`config.mk`:
```
export PLATFORM = sky130hd
export DESIGN_NAME = sdac_streamer
export DESIGN_NICKNAME = d
export VERILOG_FILES = /design/src/rtl/sdac_pkg.sv /design/src/rtl/sdac_btn_sync.sv /design/src/rtl/sdac_rate.sv /design/src/rtl/sdac_engine.sv /design/src/rtl/sdac_streamer.sv
export SDC_FILE = /design/constraint.sdc
export NUM_CORES = 1
export LEC_CHECK = 0
export BUFFER_PORTS_ARGS = -buffer_cell sky130_fd_sc_hd__buf_2
export CELL_PAD_IN_SITES_DETAIL_PLACEMENT = 1
export CELL_PAD_IN_SITES_GLOBAL_PLACEMENT = 1
export CORE_ASPECT_RATIO = 2
export CORE_MARGIN = 10
export CORE_UTILIZATION = 50
export DETAILED_ROUTE_END_ITERATION = 8
export GPL_ROUTABILITY_DRIVEN = 1
export PLACE_DENSITY = 0.8
export SYNTH_ARGS = -nofsm -noshare
export SYNTH_HDL_FRONTEND = slang
export SYNTH_HIERARCHICAL = 1
export SYNTH_SLANG_ARGS = --single-unit
```
`constraint.sdc`:
```
create_clock -name clk -period 3.1 [get_ports clk]
set_clock_uncertainty 0.05 [all_clocks]
set_input_delay 0.155 -clock clk [delete_from_list [all_inputs] [get_ports clk]]
set_output_delay 0.155 -clock clk [all_outputs]
set_load 0.05 [all_outputs]
```
`src/rtl/sdac_pkg.sv`:
```
package sdac_pkg;
   typedef enum logic [1:0] {
      SD_GAP  = 2'd0,
      SD_LEAD = 2'd1,
      SD_LOW  = 2'd2,
      SD_HIGH = 2'd3
   } sdac_state_e;

   function automatic int unsigned sdac_max3(input int unsigned a, input int unsigned b,
                                             input int unsigned c);
      int unsigned m;
      m = (a > b) ? a : b;
      return (m > c) ? m : c;
   endfunction
endpackage

```
`src/rtl/sdac_btn_sync.sv`:
```
module sdac_btn_sync #(
   parameter int STAGES = 2
) (
   input  logic clk,
   input  logic rst_n,
   input  logic btn_i,
   output logic press_o
);
   generate
      if (STAGES < 2) begin : g_bad_stages
         $error("sdac_btn_sync: STAGES must be at least 2");
      end
   endgenerate

   logic [STAGES-1:0] sync_q;
   logic              prev_q;

   always_ff @(posedge clk or negedge rst_n) begin
      if (!rst_n) begin
         sync_q <= '0;
         prev_q <= 1'b0;
      end else begin
         sync_q <= {sync_q[STAGES-2:0], btn_i};
         prev_q <= sync_q[STAGES-1];
      end
   end

   assign press_o = sync_q[STAGES-1] & ~prev_q;

   // a held level yields exactly one press pulse
   a_r9_single_press: assert property (@(posedge clk) disable iff (!rst_n)
      press_o |=> !press_o);
endmodule

```
`src/rtl/sdac_rate.sv`:
```
module sdac_rate #(
   parameter int SAMPLE_W = 12,
   parameter int DIV_MIN  = 2,
   parameter int DIV_MAX  = 255,
   parameter int DIV_W    = 8
) (
   input  logic                clk,
   input  logic                rst_n,
   input  logic                press_i,
   input  logic [SAMPLE_W-1:0] sample_i,
   input  logic                word_done_i,
   output logic [DIV_W-1:0]    div_o
);
   localparam int SPAN   = (1 << SAMPLE_W) - 1;
   localparam int RANGE  = DIV_MAX - DIV_MIN;
   localparam int PROD_W = SAMPLE_W + $clog2(RANGE + 1);

   generate
      if (DIV_MIN < 1 || DIV_MAX <= DIV_MIN || DIV_MAX >= (1 << DIV_W)) begin : g_bad_div
         $error("sdac_rate: divisor limits do not fit");
      end
   endgenerate

   logic [PROD_W-1:0] prod;
   logic [PROD_W-1:0] quot;
   logic [DIV_W-1:0]  div_cand;
   logic [DIV_W-1:0]  div_pend_q;
   logic [DIV_W-1:0]  div_act_q;

   assign prod     = PROD_W'(sample_i) * PROD_W'(RANGE);
   assign quot     = prod / PROD_W'(SPAN);
   assign div_cand = DIV_W'(DIV_MIN) + quot[DIV_W-1:0];

   always_ff @(posedge clk or negedge rst_n) begin
      if (!rst_n) begin
         div_pend_q <= DIV_W'(DIV_MIN);
         div_act_q  <= DIV_W'(DIV_MIN);
      end else begin
         if (press_i)
            div_pend_q <= div_cand;
         if (word_done_i)
            div_act_q <= press_i ? div_cand : div_pend_q;
      end
   end

   assign div_o = div_act_q;

   // the applied divisor stays inside its legal range
   a_r7_div_in_range: assert property (@(posedge clk) disable iff (!rst_n)
      (div_act_q >= DIV_W'(DIV_MIN)) && (div_act_q <= DIV_W'(DIV_MAX)));
   // the rate only moves at a word boundary
   a_r8_div_at_boundary: assert property (@(posedge clk) disable iff (!rst_n)
      !word_done_i |=> $stable(div_act_q));
endmodule

```
`src/rtl/sdac_engine.sv`:
```
module sdac_engine
   import sdac_pkg::*;
#(
   parameter int                      WORD_W    = 16,
   parameter int                      LEVEL_W   = 12,
   parameter int                      DEPTH     = 16,
   parameter logic [WORD_W-LEVEL_W-1:0] CTRL_CODE = 4'h7,
   parameter int                      DIV_W     = 8,
   parameter int                      DIV_MAX   = 255,
   parameter int                      LEAD_DLY  = 4,
   parameter int                      TRAIL_DLY = 4,
   parameter bit                      MSB_FIRST = 1'b1
) (
   input  logic             clk,
   input  logic             rst_n,
   input  logic [DIV_W-1:0] div_i,
   output logic             sclk_o,
   output logic             mosi_o,
   output logic             cs_n_o,
   output logic             word_done_o
);
   localparam int PTR_W  = $clog2(DEPTH);
   localparam int BIT_W  = $clog2(WORD_W);
   localparam int STEP   = ((1 << LEVEL_W) - 1) / (DEPTH - 1);
   localparam int CNT_W  = $clog2(sdac_max3(DIV_MAX, LEAD_DLY, TRAIL_DLY) + 1);
   localparam logic [BIT_W-1:0] LAST_BIT = BIT_W'(WORD_W - 1);
   localparam logic [PTR_W-1:0] LAST_PTR = PTR_W'(DEPTH - 1);

   generate
      if (DEPTH < 2 || LEVEL_W >= WORD_W || LEAD_DLY < 1 || TRAIL_DLY < 1) begin : g_bad_cfg
         $error("sdac_engine: illegal queue or delay configuration");
      end
   endgenerate

   // Preloaded ramp queue: entry g = {control code, g*STEP}
   logic [WORD_W-1:0] queue [DEPTH];
   generate
      for (genvar g = 0; g < DEPTH; g++) begin : g_queue
         assign queue[g] = {CTRL_CODE, LEVEL_W'(g * STEP)};
      end
   endgenerate

   sdac_state_e       state_q;
   logic [CNT_W-1:0]  cnt_q;
   logic [BIT_W-1:0]  bit_q;
   logic [PTR_W-1:0]  ptr_q;
   logic [WORD_W-1:0] shreg_q;
   logic [WORD_W-1:0] sh_next;
   logic              sclk_q;
   logic              cs_n_q;
   logic              cnt_zero;
   logic [CNT_W-1:0]  div_reload;

   generate
      if (MSB_FIRST) begin : g_msb
         assign mosi_o  = shreg_q[WORD_W-1];
         assign sh_next = {shreg_q[WORD_W-2:0], 1'b0};
      end else begin : g_lsb
         assign mosi_o  = shreg_q[0];
         assign sh_next = {1'b0, shreg_q[WORD_W-1:1]};
      end
   endgenerate

   assign cnt_zero    = (cnt_q == '0);
   assign div_reload  = CNT_W'(div_i) - CNT_W'(1);
   assign word_done_o = (state_q == SD_HIGH) && cnt_zero && (bit_q == LAST_BIT);

   always_ff @(posedge clk or negedge rst_n) begin
      if (!rst_n) begin
         state_q <= SD_GAP;
         cnt_q   <= CNT_W'(TRAIL_DLY - 1);
         bit_q   <= '0;
         ptr_q   <= '0;
         shreg_q <= '0;
         sclk_q  <= 1'b0;
         cs_n_q  <= 1'b1;
      end else begin
         if (!cnt_zero)
            cnt_q <= cnt_q - CNT_W'(1);
         unique case (state_q)
            SD_GAP: if (cnt_zero) begin
               state_q <= SD_LEAD;
               cnt_q   <= CNT_W'(LEAD_DLY - 1);
               cs_n_q  <= 1'b0;
               shreg_q <= queue[ptr_q];
            end
            SD_LEAD: if (cnt_zero) begin
               state_q <= SD_LOW;
               cnt_q   <= div_reload;
            end
            SD_LOW: if (cnt_zero) begin
               state_q <= SD_HIGH;
               cnt_q   <= div_reload;
               sclk_q  <= 1'b1;
            end
            SD_HIGH: if (cnt_zero) begin
               sclk_q <= 1'b0;
               if (bit_q == LAST_BIT) begin
                  state_q <= SD_GAP;
                  cnt_q   <= CNT_W'(TRAIL_DLY - 1);
                  cs_n_q  <= 1'b1;
                  bit_q   <= '0;
                  ptr_q   <= (ptr_q == LAST_PTR) ? '0 : ptr_q + PTR_W'(1);
               end else begin
                  state_q <= SD_LOW;
                  cnt_q   <= div_reload;
                  bit_q   <= bit_q + BIT_W'(1);
                  shreg_q <= sh_next;
               end
            end
            default: state_q <= SD_GAP;
         endcase
      end
   end

   assign sclk_o = sclk_q;
   assign cs_n_o = cs_n_q;

   // pointer returns to entry zero after the last entry
   a_r3_ptr_wrap: assert property (@(posedge clk) disable iff (!rst_n)
      (word_done_o && ptr_q == LAST_PTR) |=> (ptr_q == '0));
   // the serial clock rests low outside a frame
   a_r4_sclk_idle_low: assert property (@(posedge clk) disable iff (!rst_n)
      cs_n_q |-> !sclk_q);
   // a frame closes on the falling edge of its final high phase
   a_r4_close_on_fall: assert property (@(posedge clk) disable iff (!rst_n)
      $rose(cs_n_q) |-> (!sclk_q && $past(sclk_q)));
   // data only moves on a falling serial clock inside a frame
   a_r5_mosi_stable: assert property (@(posedge clk) disable iff (!rst_n)
      (!cs_n_q && $past(!cs_n_q) && !$fell(sclk_q)) |-> $stable(mosi_o));
endmodule

```
`src/rtl/sdac_streamer.sv`:
```
module sdac_streamer #(
   parameter int SAMPLE_W   = 12,
   parameter int WORD_W     = 16,
   parameter int LEVEL_W    = 12,
   parameter int DEPTH      = 16,
   parameter int DIV_MIN    = 2,
   parameter int DIV_MAX    = 255,
   parameter int LEAD_DLY   = 4,
   parameter int TRAIL_DLY  = 4,
   parameter int SYNC_STAGES = 2
) (
   input  logic                clk,
   input  logic                rst_n,
   input  logic [SAMPLE_W-1:0] pot_sample,
   input  logic                button,
   output logic                sclk,
   output logic                mosi,
   output logic                cs_n
);
   localparam int DIV_W = $clog2(DIV_MAX + 1);

   logic             press;
   logic             word_done;
   logic [DIV_W-1:0] div_act;

   sdac_btn_sync #(.STAGES(SYNC_STAGES)) u_sync (
      .clk     (clk),
      .rst_n   (rst_n),
      .btn_i   (button),
      .press_o (press)
   );

   sdac_rate #(
      .SAMPLE_W (SAMPLE_W),
      .DIV_MIN  (DIV_MIN),
      .DIV_MAX  (DIV_MAX),
      .DIV_W    (DIV_W)
   ) u_rate (
      .clk         (clk),
      .rst_n       (rst_n),
      .press_i     (press),
      .sample_i    (pot_sample),
      .word_done_i (word_done),
      .div_o       (div_act)
   );

   sdac_engine #(
      .WORD_W    (WORD_W),
      .LEVEL_W   (LEVEL_W),
      .DEPTH     (DEPTH),
      .CTRL_CODE ((WORD_W-LEVEL_W)'(7)),
      .DIV_W     (DIV_W),
      .DIV_MAX   (DIV_MAX),
      .LEAD_DLY  (LEAD_DLY),
      .TRAIL_DLY (TRAIL_DLY),
      .MSB_FIRST (1'b1)
   ) u_engine (
      .clk         (clk),
      .rst_n       (rst_n),
      .div_i       (div_act),
      .sclk_o      (sclk),
      .mosi_o      (mosi),
      .cs_n_o      (cs_n),
      .word_done_o (word_done)
   );
endmodule

```
==> impl_metrics.tcl, run 1 <==
set metrics [dict create \
    synth_ff_type "dfrtp_1" \
    ios 18 \
    io_buffer_count 17 \
    cts_resized 142 \
    num_rows 66 \
    die_x_um 110 \
    place_inst 1499 \
    chipHeight_um 201 \
    cts_root_buf "clkbuf_16" \
    yosys-top-cells-area "dfrtp_1 15%, fa_1 9.6%, ha_1 9.0%" \
    synthTopCellsByCount "92 x inv_1, 89 x nand2_1, 62 x nor2_1" \
    syn_avg_cell_area_um2 8.39 \
    ys_types 111 \
    initial_core_util_pct 50.5 \
    place_ws_ns -8.28 \
    synth_fp_nets 1087 \
    status "aborted with a tool error" \
    cts_hold_buf 2 \
    lastStage "4_1_cts" \
    synth.ff_latch_count 55 \
    cts_max_level 2 \
    postSynth.asyncResetShare_pct 100 \
    dp_hpwl_mm 33.4 \
    synth.cell_area_um2 8170 \
    cts.sinks 55 \
    synth_edf_count 0 \
    cts_setup_buffers 48 \
    yosysSeqAreaShare_pct 16.9 \
    cts_made_buffers 5 \
    synth_area_leader_cell "dfrtp_1" \
    gp_routability_congestion 0.999 \
    yosysTopAreaCellShare_pct 15.3 \
    yosysMostFrequentCell "inv_1" \
    synth_warnings 6 \
    toolErrorMsg "[ERROR DPL-0033] detailed placement checks failed during check placement." \
    postPlaceCellArea_um2 11100 \
    syn_inst 974 \
    cts_max_path_buffers 2 \
]
-- through the flow --
step	util [%]	hold slack [ns]
3_5_place_dp	68.7	0.226
2_1_floorplan	-	-0.191
3_3_place_gp	68.7	0.213
-- logic make-up after synthesis --
group | after synthesis | share of synthesized area (%)
AO/OA/AOI/OAI | 249 | 22.9
XOR/XNOR | 50 | 5.55
adder cells (fa/ha/maj) | 100 | 18.9
buffers and inverters | 124 | 6.27
flip-flops | 55 | 16.9
multiplexers | 33 | 4.58
AND/OR/NAND/NOR | 363 | 24.9
==> inputs of run 2 (changes only) <==
Settings changed: CELL_PAD_IN_SITES_DETAIL_PLACEMENT 1 to unset, CELL_PAD_IN_SITES_GLOBAL_PLACEMENT 1 to unset, CORE_ASPECT_RATIO 2 to unset, CORE_UTILIZATION 50 to 35, PLACE_DENSITY 0.8 to unset, PLACE_DENSITY_LB_ADDON set to 0.15.
==> impl_metrics.tcl, run 2 <==
set metrics [dict create \
    cpMostUsedCell "buf_4" \
    dp_hpwl_mm 21.0 \
    top_register "u_engine/shreg_q" \
    yosysTopAreaCellShare_pct 15.3 \
    crit_cells 45 \
    layout_commonest_cell "buf_4" \
    rrSetupSlack_ns 0.70 \
    synth.cell_area_um2 8170 \
    cp-start-kind "primary input" \
    timing.final.hold_violations 0 \
    synth.ff_latch_count 55 \
    reg2regPathDepth 7 \
    cts_max_path_buffers 2 \
    min_period_ns 10.16 \
    antenna_found_initial 0 \
    syn_to_final_growth_pct 51.2 \
    syn_avg_cell_area_um2 8.39 \
    io_buffer_count 17 \
    wl_met1_mm 12.6 \
    postSynth.asyncResetShare_pct 100 \
    num_rows 55 \
    die_area_um2 29800 \
    maxSlewHeadroom_pct 59.3 \
    synth_area_leader_cell "dfrtp_1" \
    routed_wl_mm 25.7 \
    grt_pass1_vias 8596 \
    end_kind "flop" \
    wl_per_cell_um 15.4 \
    crit_required_ns 3.22 \
    dr.first_iter.drc_count 432 \
    arrival_ns 10.28 \
    final.period_utilization_pct 328 \
    critical_path_class "in2reg" \
    max_stage_delay_ns 0.61 \
    final_cell_mix "376 x buf_4, 87 x inv_1, 85 x nand2_1, 55 x nor2_1" \
    ios 18 \
    routed.top_layer "met4" \
    core_area_um2 22800 \
    wl_met3_um 448 \
    fin_nets 1466 \
    cts_made_buffers 5 \
    crit_buf_inv 11 \
    drv_slew 0 \
    drive_above_1_share_pct 44.8 \
    yosysMostFrequentCell "inv_1" \
    ant_nets 0 \
    cts_tree "built" \
    synth_edf_count 0 \
    largest_register_ffs 16 \
    status "complete, but fails checks" \
    grt-ovfl-total 0 \
    synthTopCellsByCount "92 x inv_1, 89 x nand2_1, 62 x nor2_1" \
    place_ws_ns -7.56 \
    cp_slowest_cell "fa_2" \
    syn_inst 974 \
    grtUsageTotal_pct 16.4 \
    yosysSeqAreaShare_pct 16.9 \
    fin_ws_ns -7.06 \
    hold_path_class "in2async" \
    yosys-top-cells-area "dfrtp_1 15%, fa_1 9.6%, ha_1 9.0%" \
    viasPerCell 5.14 \
    diodes 0 \
    regArea_um2 1380 \
    multi_input_area_um2 7000 \
    drt_first_pass_iters 4 \
    grt_max_degree 37 \
    rsz0062_at_grt "true" \
    violations "negative setup slack" \
    fmax_mhz 98.4 \
    synth_fp_nets 1087 \
    worst_pin_slew_ns 0.604 \
    crit_path_max_fanout 5 \
    cap_violations 0 \
    synth_ff_type "dfrtp_1" \
    gp_routability_congestion 0.884 \
    setup_viol 16 \
    initial_core_util_pct 35.9 \
    crit_family "simple AND/OR/NAND/NOR gates" \
    chipHeight_um 173 \
    cts.sinks 55 \
    grt_first_pass_wirelength_mm 42.4 \
    worstReg2RegStart "u_engine/cnt_q[0]" \
    clkLatencyLatePin_ns 0.29 \
    wl_met2_mm 12.5 \
    die_x_um 173 \
    ys_types 111 \
    clk_pin_slew_ns 0.08 \
    r2r-end "u_rate/div_o[6]" \
    nFillCells 2108 \
    cts_root_buf "clkbuf_16" \
    cts_max_level 2 \
    drc_errors 0 \
    synth_warnings 6 \
    vias 8570 \
]
[run 2: repair_timing]
action | in CTS | in global routing
gates resized for setup | 77 | 45
buffers inserted | 34 | 24
hold endpoints to repair | 18 | 0
setup endpoints to repair | 16 | 16
hold buffers | 2 | 0
pin swaps | 41 | 32
[run 2: kinds of logic after synthesis]
kind of cell               after synthesis  synth area share (%)
adders and majority gates              100                  18.9
xor gates and xnor gates                50                  5.55
and+or+nand+nor                        363                  24.9
AOI/OAI and AO/OA                      249                  22.9
buffers and inverters                  124                  6.27
muxes                                   33                  4.58
DFF                                     55                  16.9
[run 2: how the worst max path moves through the flow]
stage / start / to / slack (ns)
finish: pot_sample[4] / u_rate/div_o[7] / -7.06
global route: pot_sample[8] / u_rate/div_o[7] / -7.39
CTS: pot_sample[4] / u_rate/div_o[7] / -6.94
detailed placement: pot_sample[6] / u_rate/div_o[7] / -7.56
global placement: pot_sample[6] / u_rate/div_o[7] / -7.39
floorplan: pot_sample[3] / u_rate/div_o[7] / -6.96
[run 2: per-stage QoR]
step           TNS, ns  hold WS, ns  utilization (%)  cell area (um^2)  cells
2_1_floorplan  -103.85       -0.191                -              8440    974
3_3_place_gp   -113.18       0.0770             49.1             11200   1601
3_5_place_dp   -115.23       0.0744             49.1             11200   1601
4_1_cts        -105.65        0.291             52.5             12000   1644
5_1_grt        -112.96        0.301             54.2             12300   1667
6_report       -108.13        0.273             54.2             12300   1667
[run 2: layout make-up]
class,instances,share of cell area [%]
clock inverters,1,0.0709
flip-flops and latches,55,11.2
inverters,92,2.88
well taps,313,3.17
repair buffers,404,24.8
clock buffers,7,1.16
multi-input cells,795,56.7
[run 2: per-layer routing]
| metal | vias up | global-route usage (%) |
|---|---|---|
| met5 | - | 0 |
| met4 | 0 | 2.37 |
| met3 | 15 | 1.35 |
| met2 | 87 | 27.8 |
| met1 | 4132 | 22.7 |
| li1 | 4336 | - |
[run 2: worst register-to-register path: stages (launching register included)]
cell	delay, ns
dfstp_2	0.39
inv_1	0.09
ha_1	0.20
or3b_2	0.54
nor3_4	0.25
buf_4	0.21
mux2_2	0.34
a31o_2	0.20
Power of run 2 is left out: the tool's default activity adds up to more than one toggle a clock period on the data nets, which glitch-free logic cannot reach.
==> inputs of run 3 (changes only) <==
Clock period 3.1 ns to 9.5 ns, I/O delays scaled along.
==> impl_metrics.tcl, run 3 (same netlist as run 2, synthesis figures left out) <==
set metrics [dict create \
    cts_hold_buf 0 \
    grt-ovfl-total 0 \
    arrival_ns 10.50 \
    cts_max_path_buffers 2 \
    top_register "u_engine/shreg_q" \
    final.setup.tns_ns -8.72 \
    initial_core_util_pct 35.9 \
    status "complete, but fails checks" \
    fin_ws_ns -0.883 \
    gp_routability_congestion 0.876 \
    clk_pin_slew_ns 0.07 \
    chipHeight_um 173 \
    grt_util_met2_pct 28.2 \
    cts.sinks 55 \
    busiest_layer "met2" \
    grt_first_pass_wirelength_mm 42.9 \
    cap_violations 0 \
    drive_above_1_share_pct 47.3 \
    startpoint "pot_sample[4]" \
    core_area_um2 22800 \
    max_stage_delay_ns 0.63 \
    routed_wl_mm 26.3 \
    cp_slowest_cell "or4b_4" \
    drv_slew 0 \
    drt_first_pass_iters 5 \
    num_rows 55 \
    cts_made_buffers 5 \
    grt_pass1_vias 8592 \
    cts_max_level 2 \
    nFillCells 2080 \
    worstReg2RegStart "u_engine/state_q[0]" \
    syn_to_final_growth_pct 54.0 \
    diodes 0 \
    fin_nets 1448 \
    die_area_um2 29800 \
    viasPerCell 5.27 \
    maxSlewHeadroom_pct 43.1 \
    timing.final.hold_violations 0 \
    rsz0062_at_grt "true" \
    grt_max_degree 56 \
    use_met1_pct 23.0 \
    violations "negative setup slack" \
    drc_errors 0 \
    use_met3_pct 1.13 \
    largest_register_ffs 16 \
    min_period_ns 10.38 \
    fin_cells 1649 \
    crit_required_ns 9.62 \
    cts_tree "built" \
    critical_path_class "in2reg" \
    vias 8684 \
    worst_pin_slew_ns 0.849 \
    dp_hpwl_mm 21.0 \
    crit_path_max_fanout 4 \
    hold_path_class "in2async" \
    clkLatencyLatePin_ns 0.29 \
    final_cell_mix "356 x buf_4, 83 x inv_1, 83 x nand2_1, 52 x nor2_1" \
    antenna_found_initial 0 \
    grtUsageTotal_pct 16.6 \
    io_buffer_count 17 \
    setup_viol 16 \
    end_kind "flop" \
    ios 18 \
    dr.first_iter.drc_count 499 \
    die_x_um 173 \
    wl_per_cell_um 15.9 \
    ant_nets 0 \
    place_inst 1583 \
    layout_commonest_cell "buf_4" \
    fmax_mhz 96.3 \
    cp-start-kind "primary input" \
    final.period_utilization_pct 109 \
    cts_root_buf "clkbuf_16" \
]
## run 3: cell types whose count changed in the layout (fill, tap and decap cells not counted), sizes merged
cell / delta
dlygate4sd3: -2
clkbuf: -1
bufinv: +1
buf: -16
## run 3: area by class of cell
class | count | area, um^2 | area share (%)
Multi-Input combinational cell | 795 | 7310 | 58.1
Sequential cell | 55 | 1380 | 11.0
Inverter | 92 | 355 | 2.83
Tap cell | 313 | 392 | 3.11
Timing Repair Buffer | 386 | 2960 | 23.5
Clock inverter | 2 | 35.0 | 0.279
Clock buffer | 6 | 139 | 1.10
## run 3: worst max-delay path, delay by kind of cell
kind	cells	cell delay, ns
and+or+nand+nor	15	3.67
AOI/OAI and AO/OA	10	1.77
adders and majority gates	7	2.57
buffers and inverters	7	0.79
xor gates and xnor gates	4	0.60
muxes	2	0.62
## run 3: final timing paths
path | cells after the start | slack, ns | to
setup / recovery | 45 | -0.88 | u_rate/div_o[7]
hold / removal | 2 | 0.24 | u_engine/bit_q[2]
setup reg to reg | 5 | 6.76 | u_rate/div_o[6]
max in group asynchronous | 2 | 8.68 | u_engine/shreg_q[4]
hold reg to reg | 0 | 0.34 | u_sync/prev_q
min in group clk | 1 | 0.24 | u_sync/sync_q[0]
## run 3: per-stage QoR
step	setup slack (ns)	hold WS [ns]	utilization, %	instance area, um^2
after detailed placement	-1.56	0.321	48.5	11100
after CTS	-0.951	0.238	52.2	11900
after global routing	-1.26	0.232	55.2	12600
final	-0.883	0.241	55.2	12600
after global placement	-1.48	0.326	48.5	11100
after floorplan	-0.880	0.129	-	8440
## run 3: metal layers
metal	up-vias	wire length (um)	part of all wire, %
li1	4298	-	-
met1	4245	12400	47
met2	129	13000	50
met3	12	658	2.5
met4	0	180	0.68
met5	-	0	0
## run 3: repair_timing
action,4_1_cts,5_1_grt
pin swaps,56,71
buffers inserted,36,28
gates resized for setup,92,105
endpoints found under the setup margin,16,16
Power of run 3 is left out for the same reason.
==> inputs of run 4 (changes only) <==
Settings changed: ABC_AREA set to 1.
==> impl_metrics.tcl, run 4 <==
set metrics [dict create \
    status "complete, but fails checks" \
    violations "negative setup slack" \
    postSynth.asyncResetShare_pct 100 \
    clkLatencyLatePin_ns 0.29 \
    largest_register_ffs 16 \
    gp_routability_congestion 0.867 \
    ant_nets 0 \
    arrival_ns 9.74 \
    grt_max_degree 56 \
    die_x_um 180 \
    syn_avg_cell_area_um2 6.19 \
    synth_area_leader_cell "nand2_1" \
    layout_commonest_cell "buf_4" \
    cpMostUsedCell "nand2_4" \
    yosys-top-cells-area "nand2_1 19%, dfrtp_1 14%, inv_1 11%" \
    min_period_ns 9.56 \
    cts_made_buffers 5 \
    grtUsageTotal_pct 15.3 \
    diodes 0 \
    grt_pass1_vias 9966 \
    synth_fp_nets 1561 \
    wl_per_cell_um 12.2 \
    crit_required_ns 9.68 \
    fmax_mhz 105 \
    cts_hold_buf 0 \
    place_ws_ns -0.967 \
    dr.first_iter.drc_count 527 \
    drv_slew 0 \
    grt_first_pass_wirelength_mm 44.5 \
    yosysMostFrequentCell "nand2_1" \
    timing.final.hold_violations 0 \
    ys_types 46 \
    max_stage_delay_ns 0.57 \
    end_kind "flop" \
    crit_path_max_fanout 7 \
    ios 18 \
    place_inst 2056 \
    crit_buf_inv 12 \
    initial_core_util_pct 35.6 \
    cp-start-kind "primary input" \
    synth_ff_type "dfrtp_1" \
    rsz0062_at_grt "true" \
    vias 10100 \
    syn_to_final_growth_pct 57.0 \
    dp_hpwl_mm 20.2 \
    synthTopCellsByCount "452 x nand2_1, 261 x inv_1, 154 x nand3_1" \
    yosysSeqAreaShare_pct 15.4 \
    final.period_utilization_pct 101 \
    routed_wl_mm 26.5 \
    setup_viol 5 \
    antenna_found_initial 0 \
    viasPerCell 4.67 \
    yosysTopAreaCellShare_pct 18.9 \
    top_register "u_engine/shreg_q" \
    drt_first_pass_iters 5 \
    cts.sinks 55 \
    final_cell_mix "345 x buf_4, 344 x nand2_1, 232 x inv_1, 108 x nand3_1, 98 x nand2_2" \
    cts_tree "built" \
    drc_errors 0 \
    num_rows 58 \
    grt-ovfl-total 0 \
    core_area_um2 25200 \
    syn_inst 1448 \
    drive_above_1_share_pct 44.0 \
    crit_family "simple AND/OR/NAND/NOR gates" \
    die_area_um2 32400 \
    synth_edf_count 0 \
    worst_pin_slew_ns 0.703 \
    cp_slowest_cell "fa_1" \
    final.setup.tns_ns -0.154 \
    clk_pin_slew_ns 0.08 \
    maxSlewHeadroom_pct 53.1 \
    fin_cells 2163 \
    chipHeight_um 180 \
    cts_max_level 2 \
    synth.cell_area_um2 8960 \
    fin_nets 1945 \
    hold_path_class "in2reg" \
    fin_ws_ns -0.0561 \
    synth.ff_latch_count 55 \
    synth_warnings 6 \
    cts_root_buf "clkbuf_16" \
    cap_violations 0 \
    io_buffer_count 17 \
    critical_path_class "in2reg" \
    cts_max_path_buffers 2 \
]
==> run 4: per-stage QoR <==
stage / hold slack (ns) / cell area [um^2] / utilization (%)
floorplan: 0.129 / 9030 / -
global placement: 0.318 / 11500 / 45.6
detailed placement: 0.320 / 11500 / 45.6
CTS: 0.231 / 12800 / 50.9
global route: 0.226 / 14100 / 55.8
finish: 0.242 / 14100 / 55.8
==> run 4: final timing paths <==
check                                     from                  end  slack [ns]  cells after the start
hold / removal                          button     u_sync/sync_q[0]        0.24                      1
max in group asynchronous                rst_n  u_engine/shreg_q[1]        8.67                      2
setup reg to reg           u_engine/state_q[0]      u_rate/div_o[6]        7.18                      8
hold reg to reg               u_sync/sync_q[0]     u_sync/sync_q[1]        0.35                      0
min in group asynchronous                rst_n    u_engine/cnt_q[5]        0.25                      2
setup / recovery                 pot_sample[7]      u_rate/div_o[0]       -0.06                     73
==> run 4: area by class of cell <==
cell class                      instances  area [um^2]
Sequential cell                        55         1380
Multi-Input combinational cell       1098         7920
Inverter                              281         1070
Clock buffer                            5          125
Clock inverter                          3         28.8
Fill cell                            2401        11100
Timing Repair Buffer                  391         3130
Tap cell                              330          413
==> run 4: timing repair <==
item	in CTS	in global routing
gates cloned	4	1
setup endpoints to repair	16	16
gates resized for setup	167	250
pin swaps	84	155
setup buffers	55	40
==> run 4: cell families (layout without fill, tap and decap cells) <==
logic type	Yosys count	in the layout	synth area share [%]
AND/OR/NAND/NOR	871	874	45.2
buffers and inverters	298	680	13.3
AO/OA/AOI/OAI	105	105	7.01
adder cells (fa/ha/maj)	98	98	17.0
flip-flops	55	55	15.4
XOR/XNOR	21	21	2.05
==> run 4: worst register-to-register path, delay by kind of cell (launching register included) <==
kind                     cells  cell delay (ns)
flip-flops                   1             0.40
AND/OR/NAND/NOR              4             0.46
buffers and inverters        3             0.70
adder cells (fa/ha/maj)      1             0.59
==> run 4: metal layers <==
layer / up-vias / track usage [%] / routed length, um
li1: 5302 / - / -
met1: 4670 / 19.0 / 12000
met2: 93 / 28.9 / 13800
met3: 28 / 0.763 / 334
met4: 0 / 2.25 / 325
met5: - / 0 / 0
Power of run 4 is left out for the same reason.
